## src/rtl/pkey_gate.sv

```systemverilog
module pkey_gate #(
  parameter int KEY_BITS   = 5,
  parameter int SPR_W      = 10,
  parameter int RIGHTS_SPR = 13
) (
  input  logic                         clk,
  input  logic                         rst_n,
  input  logic                         req_valid,
  input  logic [1:0]                   req_kind,
  input  logic [KEY_BITS-1:0]          req_key,
  input  logic                         pg_read,
  input  logic                         pg_write,
  input  logic                         pg_exec,
  input  logic                         spr_wr,
  input  logic                         spr_rd,
  input  logic [SPR_W-1:0]             spr_num,
  input  logic [2*(1<<KEY_BITS)-1:0]   spr_wdata,
  output logic [2*(1<<KEY_BITS)-1:0]   spr_rdata,
  input  logic                         xd_wr,
  input  logic [KEY_BITS-1:0]          xd_key,
  input  logic                         xd_val,
  output logic                         rsp_valid,
  output logic                         rsp_allow,
  output logic [1:0]                   rsp_cause
);
  localparam int NKEYS = 1 << KEY_BITS;
  localparam int RW    = 2 * NKEYS;
  localparam bit WIDE  = (KEY_BITS >= 5);
  localparam logic [1:0] C_NONE = 2'd0, C_PERM = 2'd1, C_KEY = 2'd2;

  logic [RW-1:0] rights_q;
  logic          spr_hit;
  logic          dis_lo, dis_wr, xd_hit;
  logic          is_fetch, is_store;
  logic          perm_bad, key_bad;
  logic [1:0]    cause_d;

  assign spr_hit   = (spr_num == SPR_W'(RIGHTS_SPR));
  assign spr_rdata = (spr_rd && spr_hit) ? rights_q : '0;

  always_ff @(posedge clk) begin
    if (!rst_n)                rights_q <= '0;
    else if (spr_wr && spr_hit) rights_q <= spr_wdata;
  end

  generate
    if (WIDE) begin : g_xd
      logic [NKEYS-1:0] xd_q;
      always_ff @(posedge clk) begin
        if (!rst_n)     xd_q <= '0;
        else if (xd_wr) xd_q[xd_key] <= xd_val;
      end
      assign xd_hit = xd_q[req_key];
    end else begin : g_no_xd
      logic unused_xd;
      assign unused_xd = ^{xd_wr, xd_key, xd_val};
      assign xd_hit    = 1'b0;
    end
  endgenerate

  assign dis_lo   = rights_q[{req_key, 1'b0}];
  assign dis_wr   = rights_q[{req_key, 1'b1}];
  assign is_fetch = req_kind[1];
  assign is_store = (req_kind == 2'b01);

  assign perm_bad = is_fetch ? !pg_exec : (is_store ? !pg_write : !pg_read);

  generate
    if (WIDE) begin : g_key32
      assign key_bad = is_fetch ? xd_hit : (is_store ? dis_wr : dis_lo);
    end else begin : g_key16
      assign key_bad = is_fetch ? 1'b0 : (is_store ? (dis_lo | dis_wr) : dis_lo);
    end
  endgenerate

  assign cause_d = perm_bad ? C_PERM : (key_bad ? C_KEY : C_NONE);

  always_ff @(posedge clk) begin
    if (!rst_n) begin
      rsp_valid <= 1'b0;
      rsp_allow <= 1'b0;
      rsp_cause <= C_NONE;
    end else begin
      rsp_valid <= req_valid;
      rsp_allow <= req_valid && (cause_d == C_NONE);
      rsp_cause <= req_valid ? cause_d : C_NONE;
    end
  end
endmodule


```

## config.mk

```make
export PLATFORM = sky130hd
export DESIGN_NAME = pkey_gate
export DESIGN_NICKNAME = d
export VERILOG_FILES = /design/src/rtl/pkey_gate.sv
export SDC_FILE = /design/constraint.sdc
export NUM_CORES = 1
export LEC_CHECK = 0
export BUFFER_PORTS_ARGS = -buffer_cell sky130_fd_sc_hd__buf_4
export CAP_MARGIN = 20
export CORE_ASPECT_RATIO = 0.7
export CORE_MARGIN = 2
export CORE_UTILIZATION = 47
export DETAILED_ROUTE_END_ITERATION = 8
export PLACE_DENSITY = 0.79
export SYNTH_ARGS = -nofsm -noshare
export SYNTH_HDL_FRONTEND = slang
export SYNTH_SLANG_ARGS = --single-unit
```

## constraint.sdc

```tcl
create_clock -name clk -period 1.8 [get_ports clk]
set_clock_uncertainty 0.15 [all_clocks]
set_input_delay 0.18 -clock clk [delete_from_list [all_inputs] [get_ports clk]]
set_output_delay 0.18 -clock clk [all_outputs]
set_load 0.005 [all_outputs]
```

Word-level counts from Yosys, hierarchy flattened

Cells that the tools add are included.
W data, S select, Z words.

Output and inout port bits: 68
Flip-flop bits (word level): 100
Word-level logic and storage cells: 37
Input port bits: 96

Equality and inequality tests: 2
Reduce and logical (&&, ||, !) cells: 9
Multiplexer cells: 16
$lt $le $gt $ge: 5

Operators by type and width:

| operator              | count |
|---|---|
| $mux W64              | 1 |
| $bwmux W32            | 1 |
| $bmux W1 S5           | 3 |
| $lt A6 B7 Y1 const B  | 2 |
| $lt A5 B6 Y1 const B  | 2 |
| $eq A10 B4 Y1 const B | 1 |
| $mux W1               | 8 |
| $demux W1 S5          | 1 |
| $ge A5 B1 Y1 const B  | 1 |
| $logic_and A1 B1 Y1   | 4 |
| $mux W2               | 2 |
| $logic_not A1 Y1      | 3 |
| $eq A2 B1 Y1 const B  | 1 |
| $logic_not A2 Y1      | 1 |
| $reduce_and A2 Y1     | 1 |

Logic depth before layout (Yosys ltp)

Gate-level depths: netlist of run 1.

Depth after elaboration: 8
Depth in mapped cells: 7

Worst setup path before layout of run 1

No wires, ideal clock.

Path kind: input to register
From: in req_key[0]
To: reg rsp_allow
Slack: -154 ps
Data arrival time: 1688 ps
Library setup time: 116 ps
Required time: 1534 ps
Stages on the path: 6
Path through: clkbuf_1 -> clkbuf_1 -> mux4_2 -> a221oi_1 -> o21ai_1 -> and3_1

Longest elaborated chain between the ends: 8

Ends and longest elaborated chain:

| what                           | line   | text |
|---|---|---|
| start, declared                | 10     | `input logic [KEY_BITS-1:0] req_key,` |
| $bmux W1 S5 (on tied branches) | 61, 62 |  |
| $mux W1 (on tied branches)     | 61, 62 |  |
| $mux W1                        | 70     | `assign key_bad = is_fetch ? xd_hit : (is_store ? dis_wr : dis_lo);` |
| $mux W1 *                      | 70     |  |
| $mux W2 * (2 in a row)         | 76     | `assign cause_d = perm_bad ? C_PERM : (key_bad ? C_KEY : C_NONE);` |
| $logic_not A2 Y1 *             | 85     | `rsp_allow <= req_valid && (cause_d == C_NONE);` |
| $logic_and A1 B1 Y1 *          | 85     |  |
| end signal, assigned           | 85     |  |
| end, declared                  | 23     | `output logic rsp_allow,` |

Mark *: on every way between the ends. The rest lies on a longest branch, timed or not. The select of a mux whose other input is x is not followed.
A chain may end at the register's enable or synchronous reset.

Worst setup path after layout of run 1

From: in spr_num[5]
To: out spr_rdata[36]

Longest elaborated chain between the ends: 3

Ends and longest elaborated chain:

| what                | line | text |
|---|---|---|
| start, declared     | 16   | `input logic [SPR_W-1:0] spr_num,` |
| $eq A10 B4 Y1       | 38   | `assign spr_hit = (spr_num == SPR_W'(RIGHTS_SPR));` |
| $logic_and A1 B1 Y1 | 39   | `assign spr_rdata = (spr_rd && spr_hit) ? rights_q : '0;` |
| $mux W64            | 39   |  |
| end, declared       | 18   | `output logic [2*(1<<KEY_BITS)-1:0] spr_rdata,` |

Every way passes these cells.

==> results of run 1 <==
[power by group through the flow]
stage	sequential, mW	combinational, mW	clock, mW
floorplan	2.28	0.202	0
global placement	2.28	0.443	0
detailed placement	2.28	0.455	0
CTS	2.23	0.574	1.92
global route	2.22	0.625	2.00
finish	2.22	0.588	1.91
[layer usage]
layer	vias to the layer above	part of all wire	global-route usage
li1	2616	-	-
met3	34	0.073	0.0566
met4	0	0.020	0.0789
met1	2605	0.41	0.355
met5	-	0	0
met2	289	0.49	0.480
[through the flow]
stage / setup slack [ns] / instances
2_1_floorplan: -0.0334 / 626
3_3_place_gp: -0.302 / 921
3_5_place_dp: -0.356 / 921
4_1_cts: -0.258 / 1005
5_1_grt: -0.290 / 1009
6_report: -0.243 / 1009
[registers in the layout (all words and copies together) (netlist names)]
signal	count
g_xd.xd_q	32
rights_q	64
rsp_allow	1
rsp_cause	2
rsp_valid	1
[what timing repair did]
item,in CTS,in global routing
setup buffers,2,3
hold buffers,65,0
pin swaps,1,5
hold endpoints to repair,65,0
gates resized for setup,12,21
cloned,1,2
endpoints found under the setup margin,65,128
[cells by family (layout without fill, tap and decap cells)]
| kind of cell | Yosys count | after routing | share of synthesized area |
|---|---|---|---|
| simple gates | 307 | 307 | 0.272 |
| compound gates | 119 | 119 | 0.160 |
| flops | 100 | 100 | 0.378 |
| buf+inv | 54 | 284 | 0.0480 |
| mux | 46 | 46 | 0.142 |
[layout by cell type (no fill, tap or decap), types with 2 or more instances in the layout]
cell type | Yosys | final
sky130_fd_sc_hd__o21ai_0 | 16 | 16
sky130_fd_sc_hd__a21boi_0 | 30 | 30
sky130_fd_sc_hd__and3_4 | 0 | 3
sky130_fd_sc_hd__buf_6 | 1 | 6
sky130_fd_sc_hd__dfxtp_1 | 100 | 86
sky130_fd_sc_hd__or3b_2 | 2 | 2
sky130_fd_sc_hd__nand3b_1 | 4 | 4
sky130_fd_sc_hd__nand3_1 | 13 | 13
sky130_fd_sc_hd__a21boi_1 | 60 | 60
sky130_fd_sc_hd__nor2_1 | 21 | 21
sky130_fd_sc_hd__nor2b_1 | 7 | 7
sky130_fd_sc_hd__mux4_1 | 9 | 9
sky130_fd_sc_hd__a31oi_1 | 2 | 2
sky130_fd_sc_hd__buf_4 | 6 | 187
sky130_fd_sc_hd__dlygate4sd3_1 | 0 | 65
sky130_fd_sc_hd__and3_1 | 66 | 63
sky130_fd_sc_hd__o22ai_1 | 2 | 2
sky130_fd_sc_hd__dfxtp_2 | 0 | 14
sky130_fd_sc_hd__a21oi_1 | 2 | 2
sky130_fd_sc_hd__clkbuf_16 | 0 | 11
sky130_fd_sc_hd__inv_1 | 2 | 2
sky130_fd_sc_hd__and2_1 | 3 | 2
sky130_fd_sc_hd__clkbuf_1 | 39 | 2
sky130_fd_sc_hd__nand2b_1 | 3 | 3
sky130_fd_sc_hd__buf_12 | 1 | 6
sky130_fd_sc_hd__clkinv_2 | 0 | 3
sky130_fd_sc_hd__mux4_2 | 11 | 11
sky130_fd_sc_hd__mux2i_1 | 21 | 21
sky130_fd_sc_hd__nor3b_1 | 5 | 5
sky130_fd_sc_hd__mux2_2 | 5 | 5
sky130_fd_sc_hd__nand2_1 | 176 | 175
[path summary, 6_finish.rpt]
check / from / to / slack [ns] / cells after the start
worst max-delay path: spr_num[5] / spr_rdata[36] / -0.24 / 7
worst min register to register: rights_q[29] / rights_q[29] / 0.32 / 2
worst min-delay path: req_kind[1] / rsp_cause[1] / 0.05 / 4
worst max register to register: g_xd.xd_q[27] / rsp_allow / 0.03 / 5
[final cells by class]
class / instances / area (sq um) / area share
Clock buffer: 11 / 233 / 0.0296
Clock inverter: 5 / 52.6 / 0.00667
Inverter: 2 / 7.51 / 0.000953
Multi-Input combinational cell: 472 / 3080 / 0.391
Sequential cell: 100 / 2020 / 0.256
Tap cell: 153 / 191 / 0.0243
Timing Repair Buffer: 266 / 2290 / 0.291
[worst reg2reg max path, stage by stage, from the launching register on]
cell	delay [ns]
sky130_fd_sc_hd__dfxtp_1	0.31
sky130_fd_sc_hd__mux4_1	0.52
sky130_fd_sc_hd__mux2_2	0.28
sky130_fd_sc_hd__a2bb2oi_1	0.15
sky130_fd_sc_hd__a21oi_1	0.15
sky130_fd_sc_hd__and3_1	0.16
==> impl_results.html, run 1 <==
<table>
<tr><th>Metric</th><th>Value</th></tr>
<tr><th colspan="2">Run status</th></tr>
<tr><td>Status</td><td>finished, violations left</td></tr>
<tr><td>Violations in the final reports</td><td>negative setup slack</td></tr>
<tr><th colspan="2">Global route</th></tr>
<tr><td>Global router's overall resource usage</td><td>0.279</td></tr>
<tr><td>Wire length of the first global-routing pass</td><td>between 20 and 30 mm</td></tr>
<tr><td>Maximum number of pins on one net before global-route repair</td><td>65</td></tr>
<tr><td>Leftover overflow at the end of global routing</td><td>0</td></tr>
<tr><td>Initial antenna violation count</td><td>0</td></tr>
<tr><td>Number of global-route vias before repair</td><td>5373</td></tr>
<tr><th colspan="2">Final layout</th></tr>
<tr><td>Fraction of final layout cells with drive strength greater than 1</td><td>0.300</td></tr>
<tr><td>Post-route design area</td><td>about 8000 sq um</td></tr>
<tr><td>Fraction of the core area covered by cells at the end of the flow</td><td>0.715</td></tr>
<tr><td>Layout Area Growth over Synthesis</td><td>48.8%</td></tr>
<tr><td>Antenna cell count</td><td>0</td></tr>
<tr><td># fillers</td><td>794</td></tr>
<tr><td>Nets</td><td>947</td></tr>
<tr><th colspan="2">Placed design</th></tr>
<tr><td>Final GP Congestion</td><td>0.867</td></tr>
<tr><td>I/O Buffers</td><td>163</td></tr>
<tr><td>HPWL after detailed placement</td><td>11.3 mm</td></tr>
<tr><td>Cell area after placement</td><td>~6800 sq um</td></tr>
<tr><th colspan="2">Job</th></tr>
<tr><td>Max-cap violation count</td><td>0</td></tr>
<tr><th colspan="2">Die</th></tr>
<tr><td>Effective utilization at floorplan</td><td>0.481</td></tr>
<tr><td>Top-Level Pins</td><td>around 160</td></tr>
<tr><td>Area enclosed by the die boundary</td><td>between 10000 and 15000 sq um</td></tr>
<tr><td>Row count</td><td>32</td></tr>
<tr><td>Height of the chip</td><td>~93 um</td></tr>
<tr><td>Core Box Area</td><td>11000 sq um</td></tr>
<tr><td>DIE WIDTH</td><td>131 um</td></tr>
<tr><th colspan="2">Synthesis</th></tr>
<tr><td>Top_reg_cell synth</td><td>sky130_fd_sc_hd__dfxtp_1</td></tr>
<tr><td>Sequential element share of the synthesized area</td><td>0.378</td></tr>
<tr><td>Register bit total from synthesis</td><td>100</td></tr>
<tr><td>Warning count from the yosys run</td><td>0</td></tr>
<tr><td>Synthesized area per cell</td><td>8.45 sq um</td></tr>
<tr><td>Net count of the mapped netlist</td><td>between 700 and 800</td></tr>
<tr><td>Area of the mapped netlist</td><td>~5300 sq um</td></tr>
<tr><td>Most frequent cell after synthesis</td><td>sky130_fd_sc_hd__nand2_1</td></tr>
<tr><td>Post-synth EDFFs</td><td>0</td></tr>
<tr><td>Cell taking the most area after synthesis</td><td>sky130_fd_sc_hd__dfxtp_1</td></tr>
<tr><td>Portion of synthesized cell area occupied by the leading cell type</td><td>0.378</td></tr>
<tr><td>Most used standard cells in the synthesized netlist</td><td>176 x sky130_fd_sc_hd__nand2_1, 100 x sky130_fd_sc_hd__dfxtp_1, 66 x sky130_fd_sc_hd__and3_1</td></tr>
<tr><td>Synth area leaders</td><td>sky130_fd_sc_hd__dfxtp_1 38%, sky130_fd_sc_hd__nand2_1 12%, sky130_fd_sc_hd__a21boi_1 8.5%</td></tr>
<tr><td>Synth unique cells</td><td>42</td></tr>
<tr><td>Async set or reset register ratio after synthesis</td><td>0</td></tr>
<tr><td>Syn Inst Count</td><td>626</td></tr>
<tr><th colspan="2">Power and ir drop</th></tr>
<tr><td>Sw frac</td><td>0.229</td></tr>
<tr><td>Worst ir drop on vdd</td><td>around 490 uV</td></tr>
<tr><td>Power density over the cells</td><td>600 nW/um^2</td></tr>
<tr><td>Switch Pwr</td><td>1.08 mW</td></tr>
<tr><td>Int Power</td><td>~3.6 mW</td></tr>
<tr><td>Total power of the final layout</td><td>4.72 mW</td></tr>
<tr><td>Part of the total power dissipated in combinational logic</td><td>0.125</td></tr>
<tr><td>Leak Pwr</td><td>3.44 nW</td></tr>
<tr><td>Clock network fraction of total power</td><td>0.404</td></tr>
<tr><td>Part of the power in registers</td><td>0.471</td></tr>
<tr><th colspan="2">Critical path</th></tr>
<tr><td>Highest fanout seen on the critical path</td><td>16</td></tr>
<tr><td>Cell with the biggest individual delay on the critical path</td><td>sky130_fd_sc_hd__or4_4</td></tr>
<tr><td>Element type at the critical path start</td><td>primary input</td></tr>
<tr><td>Data required time of the worst path</td><td>between 1 and 1.5 ns</td></tr>
<tr><td>CP delay by family, top</td><td>simple AND/OR/NAND/NOR gates</td></tr>
<tr><td>CP Capture Type</td><td>output port</td></tr>
<tr><td>Bufs and invs on worst path</td><td>4</td></tr>
<tr><td>Cell Chain, Critical Path</td><td>buf_6 -&gt; or4_4 -&gt; nor4_4 -&gt; buf_6 -&gt; buf_12 -&gt; and3_1 -&gt; buf_4</td></tr>
<tr><td>Kind of critical path</td><td>primary input to output port</td></tr>
<tr><td>Delay of the slowest cell on the worst path</td><td>0.54 ns</td></tr>
<tr><td>Dominant cell type by count on the critical path</td><td>sky130_fd_sc_hd__buf_6</td></tr>
<tr><td>Arrival time worst endpoint</td><td>about 1.7 ns</td></tr>
<tr><th colspan="2">CTS</th></tr>
<tr><td>Clk root buf</td><td>sky130_fd_sc_hd__clkbuf_16</td></tr>
<tr><td>Number of buffers created by CTS</td><td>9</td></tr>
<tr><td>Maximum root-to-sink buffer count</td><td>2</td></tr>
<tr><td>CTS Sinks</td><td>100</td></tr>
<tr><td>CTS clk-pin slew, worst paths</td><td>0.06 ns</td></tr>
<tr><td>Insertion delay of the later-clocked pin in the worst-skew pair</td><td>0.35 ns</td></tr>
<tr><td>Clock tree from TritonCTS</td><td>built</td></tr>
<tr><td>Number of H-tree levels</td><td>3</td></tr>
<tr><th colspan="2">Hold path</th></tr>
<tr><td>Worst hold path class</td><td>primary input to flop</td></tr>
<tr><th colspan="2">Detailed routing</th></tr>
<tr><td>Number of vias in the routed layout</td><td>around 5500</td></tr>
<tr><td>DR WL/cell</td><td>17.4 um</td></tr>
<tr><td>Number of remaining DRC errors</td><td>0</td></tr>
<tr><td>Drt total wl</td><td>17.5 mm</td></tr>
<tr><td>Drt first pass iters</td><td>5</td></tr>
<tr><td>DRC violation total after the first TritonRoute iteration</td><td>400</td></tr>
<tr><td>Post-DRT Antenna Nets</td><td>0</td></tr>
<tr><td>Vias/cell</td><td>5.49</td></tr>
<tr><th colspan="2">Timing</th></tr>
<tr><td>Final count of pins violating max slew</td><td>0</td></tr>
<tr><td>Final setup violation count</td><td>121</td></tr>
<tr><td>Post-route worst hold slack</td><td>0.0521 ns</td></tr>
<tr><td>Final count of hold timing violations</td><td>0</td></tr>
<tr><td>Period utilization</td><td>1.14</td></tr>
<tr><td>Slew at the pin closest to its max-slew limit</td><td>0.501 ns</td></tr>
<tr><td>RSZ-0062 raised after global routing</td><td>yes</td></tr>
<tr><td>Setup total negative slack</td><td>-15.04 ns</td></tr>
<tr><td>Slack of the critical path</td><td>-0.243 ns</td></tr>
<tr><td>Achievable frequency</td><td>0.489 GHz</td></tr>
<tr><td>Clock period minus final worst setup slack</td><td>between 2 and 2.5 ns</td></tr>
<tr><td>Slew margin rel.</td><td>0.666</td></tr>
</table>
Note: power is estimated with default switching activity, not from simulation.
==> inputs of run 2 (changes only) <==
--- a/config.mk
+++ b/config.mk
@@ -12,6 +12,7 @@
 export CORE_UTILIZATION = 47
 export DETAILED_ROUTE_END_ITERATION = 8
 export PLACE_DENSITY = 0.79
+export REMOVE_ABC_BUFFERS = 1
 export SYNTH_ARGS = -nofsm -noshare
 export SYNTH_HDL_FRONTEND = slang
 export SYNTH_SLANG_ARGS = --single-unit
==> run 2 against run 1 <==
  * The flow still finishes with violations (negative setup slack)
  * First-iteration DRC count increased by 8.5%
  * Sequential power is essentially flat
  * Power rose by 5.3%
  * Core utilization rose by 9.2 points
  * Cell count up 3.2%
  * Die area is the same
  * Fmax is 4.6% lower
  * Sequential share of layout area is 3.0 points lower
  * Highest routed layer unchanged
==> impl_results.html, run 2 (synthesis gave the netlist of run 1 again) <==
<table>
<tr><th>Metric</th><th>Value</th></tr>
<tr><th colspan="2">Final layout</th></tr>
<tr><td># fillers</td><td>633 (-20%)</td></tr>
<tr><td>Area taken by multi-input logic gates</td><td>3540 sq um (+15%)</td></tr>
<tr><td>Largest register by flop count</td><td>rights_q</td></tr>
<tr><td>Fraction of the core area covered by cells at the end of the flow</td><td>0.808 (+0.0924)</td></tr>
<tr><td>Post-route design area</td><td>8890 sq um (+13%)</td></tr>
<tr><td>Flip-flop count of the largest register, all copies and words added</td><td>64 (unchanged)</td></tr>
<tr><td>Most frequent standard cell in the layout excluding fill and tap cells</td><td>sky130_fd_sc_hd__buf_4</td></tr>
<tr><td>Layout Area Growth over Synthesis</td><td>68.0%</td></tr>
<tr><td>Storage cell area</td><td>2010 sq um (-0.25%)</td></tr>
<tr><td>Fraction of final layout cells with drive strength greater than 1</td><td>0.412 (+0.112)</td></tr>
<tr><td>Nets</td><td>977 (+3.2%)</td></tr>
<tr><td>Final Non-Filler Cells</td><td>1041 (+3.2%)</td></tr>
<tr><td>Registers with the highest flip-flop counts</td><td>rights_q (64), g_xd.xd_q (32), rsp_cause (2)</td></tr>
<tr><td>Commonest non-fill, non-tap cells in the layout</td><td>186 x sky130_fd_sc_hd__buf_4, 128 x sky130_fd_sc_hd__nand2_1, 92 x sky130_fd_sc_hd__dfxtp_1</td></tr>
<tr><th colspan="2">Timing</th></tr>
<tr><td>Period utilization</td><td>1.19 (+0.0551)</td></tr>
<tr><td>Slack of the critical path</td><td>-0.343 ns (-0.0992 ns)</td></tr>
<tr><td>Post-route worst hold slack</td><td>0.0206 ns (-0.0314 ns)</td></tr>
<tr><td>RSZ-0062 raised after global routing</td><td>yes</td></tr>
<tr><td>Slew at the pin closest to its max-slew limit</td><td>0.611 ns (+0.110 ns)</td></tr>
<tr><td>Slew margin rel.</td><td>0.589 (-0.0763)</td></tr>
<tr><td>Final count of hold timing violations</td><td>0 (unchanged)</td></tr>
<tr><td>Final setup violation count</td><td>130 (+7.4%)</td></tr>
<tr><td>Final count of pins violating max slew</td><td>0 (unchanged)</td></tr>
<tr><td>Achievable frequency</td><td>0.467 GHz (-4.6%)</td></tr>
<tr><td>Clock period minus final worst setup slack</td><td>2.14 ns (+0.0992 ns)</td></tr>
<tr><th colspan="2">Detailed routing</th></tr>
<tr><td>DRC violation total after the first TritonRoute iteration</td><td>434 (+8.5%)</td></tr>
<tr><td>Post-DRT Antenna Nets</td><td>0 (unchanged)</td></tr>
<tr><td>Number of vias in the routed layout</td><td>6135 (+11%)</td></tr>
<tr><td>Drt first pass iters</td><td>6 (+1)</td></tr>
<tr><td>DR WL/cell</td><td>21.6 um (+24%)</td></tr>
<tr><td>Number of remaining DRC errors</td><td>0 (unchanged)</td></tr>
<tr><td>Vias/cell</td><td>5.89 (+7.3%)</td></tr>
<tr><td>Drt total wl</td><td>22.5 mm (+28%)</td></tr>
<tr><th colspan="2">Critical path</th></tr>
<tr><td>CP delay by family, top</td><td>simple AND/OR/NAND/NOR gates</td></tr>
<tr><td>CP Capture Type</td><td>output port</td></tr>
<tr><td>Kind of critical path</td><td>primary input to output port</td></tr>
<tr><td>Cell Chain, Critical Path</td><td>buf_6 -&gt; or4_4 -&gt; nor4_4 -&gt; buf_6 -&gt; buf_12 -&gt; and3_1 -&gt; buf_4</td></tr>
<tr><td>Delay of the slowest cell on the worst path</td><td>0.53 ns (about the same)</td></tr>
<tr><td>Element type at the critical path start</td><td>primary input</td></tr>
<tr><td>Cell with the biggest individual delay on the critical path</td><td>sky130_fd_sc_hd__or4_4</td></tr>
<tr><td>Data required time of the worst path</td><td>1.47 ns (about the same)</td></tr>
<tr><td>Arrival time worst endpoint</td><td>1.81 ns (+0.10 ns)</td></tr>
<tr><td>Bufs and invs on worst path</td><td>4 (unchanged)</td></tr>
<tr><td>Highest fanout seen on the critical path</td><td>22 (+6)</td></tr>
<tr><td>Dominant cell type by count on the critical path</td><td>sky130_fd_sc_hd__buf_6</td></tr>
<tr><th colspan="2">Placed design</th></tr>
<tr><td>Setup slack after placement</td><td>-0.361 ns (-0.00468 ns)</td></tr>
<tr><td>Final GP Congestion</td><td>0.850 (-1.9%)</td></tr>
<tr><td>Cell area after placement</td><td>6760 sq um (about the same)</td></tr>
<tr><td>Number of cells in the design after placement</td><td>923 (+0.22%)</td></tr>
<tr><td>I/O Buffers</td><td>163 (unchanged)</td></tr>
<tr><td>HPWL after detailed placement</td><td>10.7 mm (-4.7%)</td></tr>
<tr><th colspan="2">CTS</th></tr>
<tr><td>Number of buffers created by CTS</td><td>9 (unchanged)</td></tr>
<tr><td>CTS clk-pin slew, worst paths</td><td>0.07 ns (about the same)</td></tr>
<tr><td>Number of H-tree levels</td><td>3 (unchanged)</td></tr>
<tr><td>CTS Sinks</td><td>100 (unchanged)</td></tr>
<tr><td>Maximum root-to-sink buffer count</td><td>2 (unchanged)</td></tr>
<tr><td>Clk root buf</td><td>sky130_fd_sc_hd__clkbuf_16</td></tr>
<tr><td>Clock tree from TritonCTS</td><td>built</td></tr>
<tr><td>Insertion delay of the later-clocked pin in the worst-skew pair</td><td>0.35 ns (about the same)</td></tr>
<tr><th colspan="2">Hold path</th></tr>
<tr><td>Worst hold path class</td><td>primary input to flop</td></tr>
<tr><th colspan="2">Power and ir drop</th></tr>
<tr><td>Worst ir drop on vdd</td><td>545 uV (+12%)</td></tr>
<tr><td>Leak Pwr</td><td>4.04 nW (+17%)</td></tr>
<tr><td>Power density over the cells</td><td>559 nW/um^2 (-6.7%)</td></tr>
<tr><th colspan="2">Run status</th></tr>
<tr><td>Violations in the final reports</td><td>negative setup slack</td></tr>
<tr><td>Status</td><td>finished, violations left</td></tr>
<tr><th colspan="2">Global route</th></tr>
<tr><td>Initial antenna violation count</td><td>1 (+1)</td></tr>
<tr><td>Maximum number of pins on one net before global-route repair</td><td>65 (unchanged)</td></tr>
<tr><td>Leftover overflow at the end of global routing</td><td>0 (unchanged)</td></tr>
<tr><td>Global router's overall resource usage</td><td>0.304 (+0.0252)</td></tr>
<tr><td>Number of global-route vias before repair</td><td>5570 (+3.7%)</td></tr>
<tr><td>Wire length of the first global-routing pass</td><td>28.6 mm (+7.4%)</td></tr>
<tr><th colspan="2">Die</th></tr>
<tr><td>Row count</td><td>32 (unchanged)</td></tr>
<tr><td>Top-Level Pins</td><td>164 (unchanged)</td></tr>
<tr><td>Core Box Area</td><td>11000 sq um (unchanged)</td></tr>
<tr><td>Height of the chip</td><td>92.8 um (unchanged)</td></tr>
<tr><td>DIE WIDTH</td><td>131 um (unchanged)</td></tr>
<tr><td>Area enclosed by the die boundary</td><td>12100 sq um (unchanged)</td></tr>
<tr><td>Effective utilization at floorplan</td><td>0.481 (unchanged)</td></tr>
<tr><th colspan="2">Job</th></tr>
<tr><td>Max-cap violation count</td><td>0 (unchanged)</td></tr>
</table>
run 2: cell types whose count changed in the layout (fill, tap and decap cells not counted), sizes merged:
| cell | before | now |
|---|---|---|
| inv | 2 | 3 |
| diode | 0 | 2 |
| clkinv | 3 | 1 |
| buf | 199 | 223 |
| clkbuf | 13 | 19 |
| bufinv | 1 | 2 |
run 2: per-layer routing:
metal	up-vias	GRT usage	wire length [um]
li1	2693	-	-
met1	2957	0.377	8630
met2	383	0.525	11200
met3	102	0.0641	1770
met4	0	0.104	968
met5	-	0	0
run 2: stage by stage:
| step | setup TNS, ns | total power [mW] |
|---|---|---|
| global route | -34.99 | 5.09 |
| CTS | -17.12 | 4.90 |
| floorplan | -275.75 | 2.40 |
| global placement | -35.46 | 2.71 |
| detailed placement | -40.83 | 2.72 |
| finish | -29.93 | 4.97 |
run 2: timing repair:
action                                  CTS  global route
endpoints found under the setup margin   67           130
pin swaps                                 1            88
gates cloned                              9            11
gates resized for setup                  20           163
hold endpoints to repair                 65             0
setup buffers                             3            12
hold buffers                             65             0
run 2: cell type report:
type	instances	area share
diodes	2	0.000563
clock buffers	11	0.0262
clock inverters	5	0.00957
inverters	2	0.000844
multi-input cells	472	0.398
flip-flops and latches	100	0.227
well taps	153	0.0215
repair buffers	296	0.316
run 2: final timing paths:
kind | from | to | slack (ns) | cells past startpoint
worst max-delay path | spr_num[5] | spr_rdata[47] | -0.34 | 7
worst max register to register | rights_q[52] | rsp_cause[1] | -0.04 | 5
worst min-delay path | pg_exec | rsp_cause[0] | 0.02 | 3
worst min register to register | rights_q[2] | rights_q[2] | 0.32 | 2
run 2: report_power, final:
part / internal [mW] / leakage, nW / total [mW] / switching (mW)
clock: 1.23 / 0.150 / 2.12 / 0.892
combinational: 0.347 / 3.08 / 0.628 / 0.281
sequential: 2.22 / 0.810 / 2.22 / 0.00500
run 2: tightest hold or removal path, delay by kind of cell:
kind,cells,cell delay [ns]
buffers and inverters,1,0.08
AND/OR/NAND/NOR,1,0.15
multiplexers,1,0.07
